[config.mk]
export PLATFORM = sky130hd
export DESIGN_NAME = wstack_engine
export DESIGN_NICKNAME = d
export VERILOG_FILES = /design/src/rtl/wstack_pkg.sv /design/src/rtl/wstack_addr.sv /design/src/rtl/wstack_regs.sv /design/src/rtl/wstack_ctrl.sv /design/src/rtl/wstack_engine.sv
export SDC_FILE = /design/constraint.sdc
export NUM_CORES = 1
export LEC_CHECK = 0
export BUFFER_PORTS_ARGS = -buffer_cell sky130_fd_sc_hd__buf_2
export CAP_MARGIN = 5
export CORE_MARGIN = 1.5
export CORE_UTILIZATION = 58
export DETAILED_ROUTE_END_ITERATION = 16
export MAX_ROUTING_LAYER = met4
export PLACE_DENSITY = 0.94
export SETUP_SLACK_MARGIN = 0.5
export SKIP_CTS_REPAIR_TIMING = 1
export SLEW_MARGIN = 20
export SYNTH_ARGS = -nofsm -noshare
export SYNTH_HDL_FRONTEND = slang
export SYNTH_SLANG_ARGS = --single-unit
[constraint.sdc]
create_clock -name clk -period 9.3 [get_ports clk]
set_input_delay 0.465 -clock clk [delete_from_list [all_inputs] [get_ports clk]]
set_output_delay 0.465 -clock clk [all_outputs]
set_load 0.02 [all_outputs]
[src/rtl/wstack_pkg.sv]
package wstack_pkg;

    // bytes in one stack word; SP moves by this amount
    localparam int WORD_BYTES = 2;

    typedef enum logic [2:0] {
        ST_IDLE,
        ST_PUSH_HI,
        ST_PUSH_LO,
        ST_POP_LO,
        ST_POP_HI,
        ST_POP_CAP,
        ST_POP_OUT
    } wst_state_t;

    // offset applied to SP for the current memory access
    typedef enum logic [1:0] {
        OFS_ZERO,
        OFS_PLUS1,
        OFS_MINUS1,
        OFS_MINUS2
    } ofs_sel_t;

endpackage

[src/rtl/wstack_addr.sv]
module wstack_addr
    import wstack_pkg::*;
#(
    parameter int PTR_W     = 16,
    parameter int SEG_W     = 16,
    parameter int SEG_SHIFT = 4,
    localparam int ADDR_W   = SEG_W + SEG_SHIFT
) (
    input  logic [PTR_W-1:0]  sp,
    input  logic [SEG_W-1:0]  ss,
    input  ofs_sel_t          ofs_sel,
    output logic [ADDR_W-1:0] addr
);

    logic [PTR_W-1:0]  delta;
    logic [PTR_W-1:0]  offset;
    logic [ADDR_W-1:0] base;

    always_comb begin
        unique case (ofs_sel)
            OFS_ZERO:   delta = '0;
            OFS_PLUS1:  delta = PTR_W'(1);
            OFS_MINUS1: delta = '1;
            OFS_MINUS2: delta = ~PTR_W'(1);
            default:    delta = '0;
        endcase
    end

    // offset stays inside the segment: PTR_W-bit wrap
    assign offset = sp + delta;

    generate
        if (SEG_SHIFT > 0) begin : g_shifted
            assign base = {ss, {SEG_SHIFT{1'b0}}};
        end else begin : g_flat
            assign base = ss;
        end
    endgenerate

    assign addr = base + ADDR_W'(offset);

endmodule

[src/rtl/wstack_regs.sv]
module wstack_regs
    import wstack_pkg::*;
#(
    parameter int PTR_W = 16,
    parameter int SEG_W = 16
) (
    input  logic             clk,
    input  logic             rst_n,
    input  logic             idle,
    input  logic             sp_load,
    input  logic [PTR_W-1:0] sp_value,
    input  logic             ss_load,
    input  logic [SEG_W-1:0] ss_value,
    input  logic             sp_dec,
    input  logic             sp_inc,
    output logic [PTR_W-1:0] sp,
    output logic [SEG_W-1:0] ss
);

    localparam logic [PTR_W-1:0] STEP = PTR_W'(WORD_BYTES);

    always_ff @(posedge clk) begin
        if (!rst_n) begin
            sp <= '0;
        end else if (sp_dec) begin
            sp <= sp - STEP;
        end else if (sp_inc) begin
            sp <= sp + STEP;
        end else if (idle && sp_load) begin
            sp <= sp_value;
        end
    end

    always_ff @(posedge clk) begin
        if (!rst_n) begin
            ss <= '0;
        end else if (idle && ss_load) begin
            ss <= ss_value;
        end
    end


    sp_hold_busy_chk: assert property (@(posedge clk) disable iff (!rst_n)
        (!idle && !sp_dec && !sp_inc) |=> $stable(sp));


    ss_hold_busy_chk: assert property (@(posedge clk) disable iff (!rst_n)
        !idle |=> $stable(ss));

endmodule

[src/rtl/wstack_ctrl.sv]
module wstack_ctrl
    import wstack_pkg::*;
(
    input  logic       clk,
    input  logic       rst_n,
    input  logic       cmd_valid,
    input  logic       cmd_push,
    input  logic       sp_load,
    input  logic       ss_load,
    output wst_state_t state,
    output logic       idle,
    output logic       cmd_ready,
    output logic       accept,
    output logic       mem_en,
    output logic       mem_we,
    output logic       wr_hi,
    output logic       cap_lo,
    output logic       cap_hi,
    output logic       sp_dec,
    output logic       sp_inc,
    output logic       pop_valid,
    output ofs_sel_t   ofs_sel
);

    wst_state_t state_nx;

    assign idle      = (state == ST_IDLE);
    assign cmd_ready = idle && !sp_load && !ss_load;
    assign accept    = cmd_valid && cmd_ready;

    always_comb begin
        state_nx = state;
        unique case (state)
            ST_IDLE:    if (accept) state_nx = cmd_push ? ST_PUSH_HI : ST_POP_LO;
            ST_PUSH_HI: state_nx = ST_PUSH_LO;
            ST_PUSH_LO: state_nx = ST_IDLE;
            ST_POP_LO:  state_nx = ST_POP_HI;
            ST_POP_HI:  state_nx = ST_POP_CAP;
            ST_POP_CAP: state_nx = ST_POP_OUT;
            ST_POP_OUT: state_nx = ST_IDLE;
            default:    state_nx = ST_IDLE;
        endcase
    end

    always_ff @(posedge clk) begin
        if (!rst_n) state <= ST_IDLE;
        else        state <= state_nx;
    end

    always_comb begin
        mem_en    = 1'b0;
        mem_we    = 1'b0;
        wr_hi     = 1'b0;
        cap_lo    = 1'b0;
        cap_hi    = 1'b0;
        sp_dec    = 1'b0;
        sp_inc    = 1'b0;
        pop_valid = 1'b0;
        ofs_sel   = OFS_ZERO;
        unique case (state)
            ST_IDLE: ;
            ST_PUSH_HI: begin
                mem_en  = 1'b1;
                mem_we  = 1'b1;
                wr_hi   = 1'b1;
                ofs_sel = OFS_MINUS1;
            end
            ST_PUSH_LO: begin
                mem_en  = 1'b1;
                mem_we  = 1'b1;
                ofs_sel = OFS_MINUS2;
                sp_dec  = 1'b1;
            end
            ST_POP_LO: begin
                mem_en  = 1'b1;
                ofs_sel = OFS_ZERO;
            end
            ST_POP_HI: begin
                mem_en  = 1'b1;
                ofs_sel = OFS_PLUS1;
                cap_lo  = 1'b1;
            end
            ST_POP_CAP: begin
                cap_hi  = 1'b1;
                sp_inc  = 1'b1;
            end
            ST_POP_OUT: pop_valid = 1'b1;
            default: ;
        endcase
    end


    ready_idle_chk: assert property (@(posedge clk) disable iff (!rst_n)
        cmd_ready |-> (state == ST_IDLE));


    push_order_chk: assert property (@(posedge clk) disable iff (!rst_n)
        (state == ST_PUSH_HI) |=> (state == ST_PUSH_LO));


    pop_order_chk: assert property (@(posedge clk) disable iff (!rst_n)
        (state == ST_POP_LO) |=> (state == ST_POP_HI));


    pop_pulse_chk: assert property (@(posedge clk) disable iff (!rst_n)
        pop_valid |=> !pop_valid);

endmodule

[src/rtl/wstack_engine.sv]
module wstack_engine
    import wstack_pkg::*;
#(
    parameter int PTR_W     = 16,
    parameter int SEG_W     = 16,
    parameter int SEG_SHIFT = 4,
    parameter int BYTE_W    = 8,
    localparam int ADDR_W   = SEG_W + SEG_SHIFT,
    localparam int WORD_W   = BYTE_W * WORD_BYTES
) (
    input  logic              clk,
    input  logic              rst_n,
    input  logic              cmd_valid,
    output logic              cmd_ready,
    input  logic              cmd_push,
    input  logic [WORD_W-1:0] cmd_wdata,
    input  logic              sp_load,
    input  logic [PTR_W-1:0]  sp_value,
    input  logic              ss_load,
    input  logic [SEG_W-1:0]  ss_value,
    output logic              mem_en,
    output logic              mem_we,
    output logic [ADDR_W-1:0] mem_addr,
    output logic [BYTE_W-1:0] mem_wdata,
    input  logic [BYTE_W-1:0] mem_rdata,
    output logic              pop_valid,
    output logic [WORD_W-1:0] pop_data,
    output logic [PTR_W-1:0]  sp_out
);

    wst_state_t        state;
    ofs_sel_t          ofs_sel;
    logic              idle, accept, wr_hi, cap_lo, cap_hi, sp_dec, sp_inc;
    logic [PTR_W-1:0]  sp;
    logic [SEG_W-1:0]  ss;
    logic [WORD_W-1:0] wdata_q;
    logic [BYTE_W-1:0] lo_q, hi_q;

    wstack_ctrl u_ctrl (
        .clk       (clk),
        .rst_n     (rst_n),
        .cmd_valid (cmd_valid),
        .cmd_push  (cmd_push),
        .sp_load   (sp_load),
        .ss_load   (ss_load),
        .state     (state),
        .idle      (idle),
        .cmd_ready (cmd_ready),
        .accept    (accept),
        .mem_en    (mem_en),
        .mem_we    (mem_we),
        .wr_hi     (wr_hi),
        .cap_lo    (cap_lo),
        .cap_hi    (cap_hi),
        .sp_dec    (sp_dec),
        .sp_inc    (sp_inc),
        .pop_valid (pop_valid),
        .ofs_sel   (ofs_sel)
    );

    wstack_regs #(.PTR_W(PTR_W), .SEG_W(SEG_W)) u_regs (
        .clk      (clk),
        .rst_n    (rst_n),
        .idle     (idle),
        .sp_load  (sp_load),
        .sp_value (sp_value),
        .ss_load  (ss_load),
        .ss_value (ss_value),
        .sp_dec   (sp_dec),
        .sp_inc   (sp_inc),
        .sp       (sp),
        .ss       (ss)
    );

    wstack_addr #(.PTR_W(PTR_W), .SEG_W(SEG_W), .SEG_SHIFT(SEG_SHIFT)) u_addr (
        .sp      (sp),
        .ss      (ss),
        .ofs_sel (ofs_sel),
        .addr    (mem_addr)
    );

    always_ff @(posedge clk) begin
        if (!rst_n)      wdata_q <= '0;
        else if (accept) wdata_q <= cmd_wdata;
    end

    always_ff @(posedge clk) begin
        if (!rst_n) begin
            lo_q <= '0;
            hi_q <= '0;
        end else begin
            if (cap_lo) lo_q <= mem_rdata;
            if (cap_hi) hi_q <= mem_rdata;
        end
    end

    assign mem_wdata = wr_hi ? wdata_q[WORD_W-1:BYTE_W] : wdata_q[BYTE_W-1:0];
    assign pop_data  = {hi_q, lo_q};
    assign sp_out    = sp;


    we_needs_en_chk: assert property (@(posedge clk) disable iff (!rst_n)
        mem_we |-> mem_en);


    push_step_chk: assert property (@(posedge clk) disable iff (!rst_n)
        ($past(state) == ST_PUSH_LO) |-> (sp_out == PTR_W'($past(sp_out) - PTR_W'(WORD_BYTES))));


    pop_step_chk: assert property (@(posedge clk) disable iff (!rst_n)
        pop_valid |-> (sp_out == PTR_W'($past(sp_out) + PTR_W'(WORD_BYTES))));


    pop_quiet_mem_chk: assert property (@(posedge clk) disable iff (!rst_n)
        pop_valid |-> !mem_en);

endmodule

Yosys cells after proc, flatten, opt, wreduce, memory -nomap -nowiden:

Index checks and enable logic that the tools add are counted.

* bits in registers: 67
* latch bits: 0
* bits in writable memories: 0
* memory bits (read-only): 0
* input port bits: 62
* output and inout bits: 64
* word-level logic and storage cells: 48
* memories: 0

* $add $sub $neg: 4
* multipliers: 0
* divide/modulo/power cells: 0
* order comparisons: 0
* eq/ne operators: 10
* shift operators: 0
* muxes and demuxes: 16
* bitwise gates (word level): 0
* reduce and logical (&&, ||, !) cells: 12

Operator list (count)
* $pmux 16 s4: 1
* $mux 16: 3
* $add 20x16->20: 1
* $add 16x16->16: 1
* $add 16x2->16 const B: 1
* $sub 16x2->16 const B: 1
* $pmux 3 s5: 1
* $eq 3x3->1 const B: 3
* $mux 8: 1
* $mux 1: 7
* $eq 3x2->1 const B: 2
* $pmux 2 s3: 1
* $logic_and 1x1->1: 5
* $eq 2x2->1 const B: 2
* $reduce_or 4->1: 1
* $eq 3x1->1 const B: 1
* $logic_not 3->1: 1
* $mux 3: 1
* $reduce_bool 3->1: 1
* $eq 2x1->1 const B: 1
* $logic_not 1->1: 2
* $logic_not 2->1: 1
* $mux 2: 1
* $ne 2x2->1 const B: 1
* $reduce_or 2->1: 1

Depth between registers and ports, before layout:

Gate-level depths: netlist of run 1.

* word-level depth: 6
* gate-level depth with buffers: 24
* depth with buffers taken out: 21

By module:

A second synthesis of run 1 with hierarchy kept.

* cells, all modules: 603
* area total of the unflattened synthesis: 4963.5 µm²

Modules (own cells, without submodules)
* wstack_regs: instances 1, cells each 272, area each 1979.4 µm², sequential area each 640.6 µm²
* wstack_addr: instances 1, cells each 186, area each 1417.6 µm², sequential area each 0.0 µm²
* wstack_engine: instances 1, cells each 112, area each 1313.8 µm², sequential area each 640.6 µm²
* wstack_ctrl: instances 1, cells each 33, area each 252.7 µm², sequential area each 60.1 µm²

Worst setup path before layout of run 1:

No wires, ideal clock.

* path type: reg-to-output
* start: reg u_ctrl.state[1]
* end: out mem_addr[17]
* arrival: 5.370 ns
* data required time: 8.835 ns
* path slack: 3.465 ns
* stages on the path, launching flop included: 23
* path buffers: 3
* cell sequence: dfxtp_1 > clkbuf_1 > nor3b_1 > clkbuf_1 > nor2_1 > ha_1 > nor2_1 > nand2_1 > inv_1 > buf_2 > xnor2_1 > ha_1 > or3_1 > a31oi_1 > a21oi_1 > o41ai_1 > xnor2_1 > ha_1 > nand2_1 > nor2_1 > o21ai_0 > and2_1 > o311ai_0

* word-level cells in the longest chain between the ends: 6
* elaborated cells on any way between the ends: 11
* those cells by class: add/sub (2); eq/ne (6); mux (2); reduce/logical (1)

RTL lines
* start: declaration: RTL line wstack_ctrl.sv:10 `output wst_state_t state,`
* start signal: assignment: RTL line wstack_ctrl.sv:47 `else state <= state_nx;`
* $eq 3x3->1, or another cell as far along: RTL line wstack_ctrl.sv:60 `unique case (state)`
* $pmux 2 s3 (*): RTL line wstack_ctrl.sv:60
* $eq 2x2->1, or another cell as far along: RTL line wstack_addr.sv:20 `unique case (ofs_sel)`
* $pmux 16 s4 (*): RTL line wstack_addr.sv:20
* $add 16x16->16 (*): RTL line wstack_addr.sv:30 `assign offset = sp + delta;`
* $add 20x16->20 (*): RTL line wstack_addr.sv:40 `assign addr = base + ADDR_W'(offset);`
* end: declaration: RTL line wstack_engine.sv:23 `output logic [ADDR_W-1:0] mem_addr,`

Mark *: on every way between the ends. The rest lies on a longest branch, timed or not.

Worst setup path in the final report of run 1:

* start: reg u_ctrl.state[0]
* end: out mem_addr[14]

Same word-level chain as after synthesis.

==> flow_summary.toml, run 1 <==
[critical_path]
timing.rr.end = "u_regs.sp[5]"
end_kind = "output pin"
r2r_cells = 5
rrSetupSlack_ns = 6.41
start_kind = "flip-flop"
cp-endpoint = "mem_addr[14]"
startpoint = "u_ctrl.state[0]"
path_class = "reg2out"
r2r-start = "u_ctrl.state[2]"
critPathRequiredTime_ns = 8.84
worstPathArrival_ns = 6.38
cp_max_fo = 16

[yosys]
ys_ff_latch = 67
syn_area_per_cell_sq_um = 7.31
ys.flop_type = "dfxtp_1"
ys_top_cells_by_area = "dfxtp_1 29%, nand2_1 10%, a21oi_1 8.3%, ha_1 5.6%, xnor2_1 5.2%"
synthDominantCellAreaShare_pct = 28.6
synth_edf_count = 0
synth_nets = 726
synth_area_sq_um = 4690
synth_seq_area_share_pct = 28.6
ys_types = 66
yosys.area.top_type = "dfxtp_1"
syn_inst = 642
ys_warn_count = 0
ys_async_sr_fraction_pct = 0

[pwr]
p_leak_nw = 2.36
p_int_w = 0.000545
clockPowerShare_pct = 35.2
ir_drop_mv = 0.111
sequentialPowerShare_pct = 40.3
combPwrFrac_pct = 24.5
switching_share_pct = 33.6
power.density_nw_per_um2 = 149
p_sw_w = 0.000276

[sta]
maxSlewViolCount = 0
max_freq_ghz = 0.146
fin_skew_ns = 0.00967
tns_ns = 0
rsz0062_at_grt = "no"
timing.slew.headroom_pct = 35.2
min_period_over_period_pct = 73.6
period_minus_slack_ns = 6.84
final_hold_viol_count = 0
setup_viol = 0
worstMarginPinSlew_ns = 0.969

[detailed_routing]
routedWlPerCell_um = 16.7
via_count = 5210
antenna_left = 0
drt_iter0_drc = 561
drt_pass1_iterations = 5
via_per_inst = 6.20
wirelength_um = 14100
remaining_drc_errors = 0

[global_route]
antenna_found_initial = 0
grt_max_degree = 40
grt-ovfl-total = 0
busiest_layer = "met2"
grtUsageMet1_pct = 42.8
first_global_vias = 4893
grt_pass1_wl_um = 22900
grt_util_met2_pct = 53.9
grt_util_met3_pct = 5.50
track_usage_pct = 34.1

[cells_and_area]
layout_commonest_cell = "nand2_1"
final_util_pct = 71.1
layout_common_cells = "129 x nand2_1, 125 x buf_2, 78 x a21oi_1, 67 x dfxtp_1, 36 x nor2_1"
fill_cells = 643
drive_gt1_share_pct = 22.1
diodes = 0
nNetsFinal = 818
syn_to_final_growth_pct = 17.6

[clocking]
cts_buffer_depth = 2
clk_pin_slew_ns = 0.08
numCtsBuffers = 9
clock_sinks = 67
clk_latency_ns = 0.36
cts.htree.levels = 3
cts_tree = "yes"
cts_root_buf = "clkbuf_8"

[floorplanning]
die_w_um = 93.0
die-height_um = 93.0
core_sq_um = 7770
num_rows = 32
ioPinCount = 126
dieArea_sq_um = 8640
initial_core_util_pct = 60.4

[placement]
place.gp.congestion = 0.994
portBuffers = 125
dp_hpwl_um = 10200

[run]
maxCapViolCount = 0

[hold_path]
hp-start = "cmd_wdata[14]"
worstHoldPathType = "in2reg"

[status]
status = "completed"
-- sequential cells by signal, indices dropped and copies added (netlist names) --
name	cells
u_regs.sp	16
hi_q	8
wdata_q	16
lo_q	8
u_regs.ss	16
u_ctrl.state	3
-- per-stage QoR --
step / setup slack (ns) / cell area (sq um) / std cells / hold slack, ns / power [W]
finish: 2.46 / 5520 / 841 / 0.348 / 0.000821
floorplan: 3.47 / 4690 / 642 / 0.433 / 0.000468
global placement: 3.23 / 5280 / 825 / 0.439 / 0.000528
detailed placement: 3.01 / 5280 / 825 / 0.445 / 0.000533
CTS: 2.57 / 5520 / 841 / 0.337 / 0.000817
global route: 2.04 / 5520 / 841 / 0.339 / 0.000854
-- area by class of cell --
type                            instances  area, sq um  area share, %
Timing Repair Buffer                  128          648           11.7
Clock buffer                           11          151           2.74
Tap cell                              102          128           2.31
Inverter                               15         56.3           1.02
Multi-Input combinational cell        513         3110           56.3
Sequential cell                        67         1340           24.3
Clock inverter                          5         85.1           1.54
-- logic make-up (layout without fill, tap and decap cells) --
kind of cell	after synthesis	after routing	synth area share [%]
buf+inv	62	159	5.17
fa+ha+maj	22	22	6.02
flops	67	67	28.6
xor+xnor	36	36	6.72
mux	15	15	3.44
simple gates	265	265	26.9
compound gates	175	175	23.1
-- power groups by stage --
stage                     registers [W]  logic [W]  clock network (W)
after CTS                      0.000330   0.000199           0.000288
after global routing           0.000333   0.000219           0.000302
final                          0.000331   0.000201           0.000289
after floorplan                0.000324   0.000145                  0
after global placement         0.000335   0.000193                  0
after detailed placement       0.000336   0.000198                  0
-- layer usage --
layer / share of wire (%) / routed length (um)
met5: 0 / 0
met1: 41 / 5780
met3: 8.9 / 1260
met4: 3.0 / 423
met2: 47 / 6620
-- worst min-delay path by stage --
stage / end / slack [ns] / cells after the start
after floorplan: wdata_q[10] / 0.43 / 2
after global placement: wdata_q[15] / 0.44 / 2
after detailed placement: hi_q[7] / 0.44 / 2
after CTS: wdata_q[11] / 0.34 / 3
after global routing: wdata_q[11] / 0.34 / 3
final: wdata_q[14] / 0.35 / 3
-- cells in the mapped netlist (5+ instances only) --
master and count:
ha_1 21, nand4_1 12, dfxtp_1 67, nor3b_1 6, mux2_2 9, and2_1 9
and4_1 5, a211oi_1 7, xor2_1 8, clkbuf_1 40, a21oi_1 78, a31oi_1 12
inv_1 15, nor2_1 36, nand2_1 129, xnor2_1 28, nor3_1 11, mux2i_1 6
o21ai_0 28, nor2b_1 6, nor4_1 6, nand3_1 17
-- critical path: stages (launching register included) --
cell,delay (ns)
dfxtp_1,0.65
nor3b_2,0.72
nor2_1,0.14
ha_1,0.22
nor2_1,0.30
nand2_1,0.32
inv_1,0.49
xnor2_1,0.12
ha_1,0.27
or3_1,0.31
a31oi_1,0.16
a21oi_1,0.11
xnor2_1,0.21
ha_1,0.19
inv_1,0.06
fa_1,0.41
nor2b_1,0.21
o211ai_1,0.16
a21boi_0,0.41
a21boi_0,0.20
xnor2_1,0.17
buf_2,0.18
Note: power is estimated with default switching activity, not from simulation.
==> inputs of run 2 (changes only) <==
--- a/config.mk
+++ b/config.mk
@@ -8,10 +8,10 @@
 export BUFFER_PORTS_ARGS = -buffer_cell sky130_fd_sc_hd__buf_2
 export CAP_MARGIN = 5
 export CORE_MARGIN = 1.5
-export CORE_UTILIZATION = 58
+export CORE_UTILIZATION = 48
 export DETAILED_ROUTE_END_ITERATION = 16
 export MAX_ROUTING_LAYER = met4
-export PLACE_DENSITY = 0.94
+export PLACE_DENSITY = 0.84
 export SETUP_SLACK_MARGIN = 0.5
 export SKIP_CTS_REPAIR_TIMING = 1
 export SLEW_MARGIN = 20
==> constraint.sdc (replaced) <==
create_clock -name clk -period 6 [get_ports clk]
set_input_delay 0.3 -clock clk [delete_from_list [all_inputs] [get_ports clk]]
set_output_delay 0.3 -clock clk [all_outputs]
set_load 0.02 [all_outputs]
==> run 2 against run 1 <==
  * Combinational power increased by 62%
  * Clock-buffer cell count decreased by 2
  * Non-clock buffer count increased by 8
  * Cell area increased by 4.5%
  * Sequential share of layout area decreased by 0.85 points
  * Routed wire length increased by 0.57%
  * Global-route usage decreased by 5.8 points
==> flow_summary.toml, run 2 (synthesis gave the netlist of run 1 again) <==
[floorplanning]
die_w_um = 102
initial_core_util_pct = 50.1
die-height_um = 102
ioPinCount = 126
num_rows = 35
dieArea_sq_um = 10400
core_sq_um = 9370

[sta]
maxSlewViolCount = 0
min_period_over_period_pct = 87.3
timing.slew.headroom_pct = 39.6
max_freq_ghz = 0.191
final_hold_viol_count = 0
rsz0062_at_grt = "no"
period_minus_slack_ns = 5.24
setup_viol = 0
fin_skew_ns = 0.0176
worstMarginPinSlew_ns = 0.905

[global_route]
grt_pass1_wl_um = 22700
grt_util_met2_pct = 45.8
busiest_layer = "met2"
grt_max_degree = 58
grtUsageMet1_pct = 35.1
grt_util_met3_pct = 5.68
first_global_vias = 4832
grt-ovfl-total = 0
antenna_found_initial = 0
track_usage_pct = 28.2

[hold_path]
hold_path_end = "u_regs.ss[6]"
hp-start = "ss_value[6]"
hold_depth = 3
worstHoldPathType = "in2reg"

[clocking]
clk_pin_slew_ns = 0.08
cts_tree = "yes"
cts_buffer_depth = 2
clock_sinks = 67
numCtsBuffers = 9
cts_root_buf = "clkbuf_8"
clk_latency_ns = 0.35
cts.htree.levels = 3

[critical_path]
rrSetupSlack_ns = 3.30
cp_cell_sequence = "buf_6 -> nor3b_4 -> nor2_1 -> ha_1 -> nor2_1 -> buf_4 -> nand2_4 -> inv_2 -> buf_8 -> xnor2_1 -> ha_2 -> or3_1 -> a31oi_4 -> a21oi_4 -> xnor2_2 -> ha_2 -> inv_1 -> fa_1 -> nor2b_2 -> o211ai_1 -> a21boi_2 -> a21boi_0 -> xnor2_1 -> buf_4"
r2r-start = "u_regs.sp[1]"
cp_max_fo = 15
path_class = "reg2out"
cp_num_buf_inv = 6
end_kind = "output pin"
worstPathArrival_ns = 4.94
critPathRequiredTime_ns = 5.70
r2r_cells = 7
start_kind = "flip-flop"
cp_slowest_cell = "dfxtp_4"
max_stage_delay_ns = 0.42
critPathTopFamily = "simple AND/OR/NAND/NOR gates"
timing.rr.end = "u_regs.sp[15]"

[pwr]
finalPower_w = 0.00130
ir_drop_mv = 0.150
p_leak_nw = 2.44
power.density_nw_per_um2 = 225

[placement]
dp_cells = 856
place.gp.congestion = 0.982
dp_hpwl_um = 10100
portBuffers = 125

[cells_and_area]
fill_cells = 871
layout_commonest_cell = "nand2_1"
reg_top3 = "u_regs.sp x16, u_regs.ss x16, wdata_q x16"
syn_to_final_growth_pct = 22.9
instances_no_fill = 876
nNetsFinal = 826
multi_input_area_sq_um = 3230
regArea_sq_um = 1350
layout_common_cells = "128 x nand2_1, 123 x buf_2, 75 x a21oi_1, 64 x dfxtp_1, 35 x nor2_1"
drive_gt1_share_pct = 26.0
diodes = 0

[detailed_routing]
drt_iter0_drc = 295
antenna_left = 0
drt_pass1_iterations = 6
remaining_drc_errors = 0
wirelength_um = 14200
via_per_inst = 5.81
via_count = 5092
routedWlPerCell_um = 16.2

[run]
maxCapViolCount = 0

[status]
status = "completed"
run 2: worst max path at each step:
stage / startpoint / end / slack [ns] / cells past startpoint
detailed placement: u_ctrl.state[0] / mem_addr[14] / 0.34 / 24
finish: u_ctrl.state[1] / mem_addr[14] / 0.76 / 24
global placement: u_ctrl.state[0] / mem_addr[14] / 0.67 / 24
CTS: u_ctrl.state[0] / mem_addr[14] / -0.10 / 24
floorplan: u_ctrl.state[1] / mem_addr[15] / 0.52 / 22
global route: u_ctrl.state[1] / mem_addr[14] / 0.44 / 24
run 2: per-layer routing:
metal / wire, um / share of wire (%) / up-vias
met5: 0 / 0 / -
met4: 284 / 2.0 / 0
met1: 6030 / 43 / 2352
met2: 6690 / 47 / 223
li1: - / - / 2493
met3: 1150 / 8.1 / 24
run 2: layout make-up:
cell class	instances	area share [%]
Clock buffer	9	2.15
Tap cell	129	2.80
Timing Repair Buffer	136	12.6
Inverter	15	0.976
Multi-Input combinational cell	513	56.0
Sequential cell	67	23.4
Clock inverter	7	2.02
run 2: worst reg2reg max path: cells and delay by family, from the launching register on:
kind                       cells  cell delay [ns]
adders and majority gates      1             0.22
AOI/OAI and AO/OA              3             0.56
buffers and inverters          1             0.21
and+or+nand+nor                2             1.09
DFF                            1             0.48
run 2: stage by stage:
stage / utilization [%] / TNS [ns] / setup WS (ns) / cell area [sq um] / hold WS, ns
after global placement: 57.1 / 0 / 0.667 / 5350 / 0.439
after detailed placement: 57.1 / 0 / 0.345 / 5350 / 0.447
after global routing: 61.5 / 0 / 0.442 / 5770 / 0.190
final: 61.5 / 0 / 0.762 / 5770 / 0.189
after CTS: 59.6 / -0.271 / -0.105 / 5590 / 0.179
after floorplan: - / 0 / 0.522 / 4690 / 0.433
run 2: where the power goes:
part | leakage [nW] | internal (W) | switching [W] | total, W
clock network | 0.119 | 0.000275 | 0.000182 | 0.000458
logic | 1.77 | 0.000129 | 0.000197 | 0.000326
registers | 0.550 | 0.000464 | 0.0000486 | 0.000513
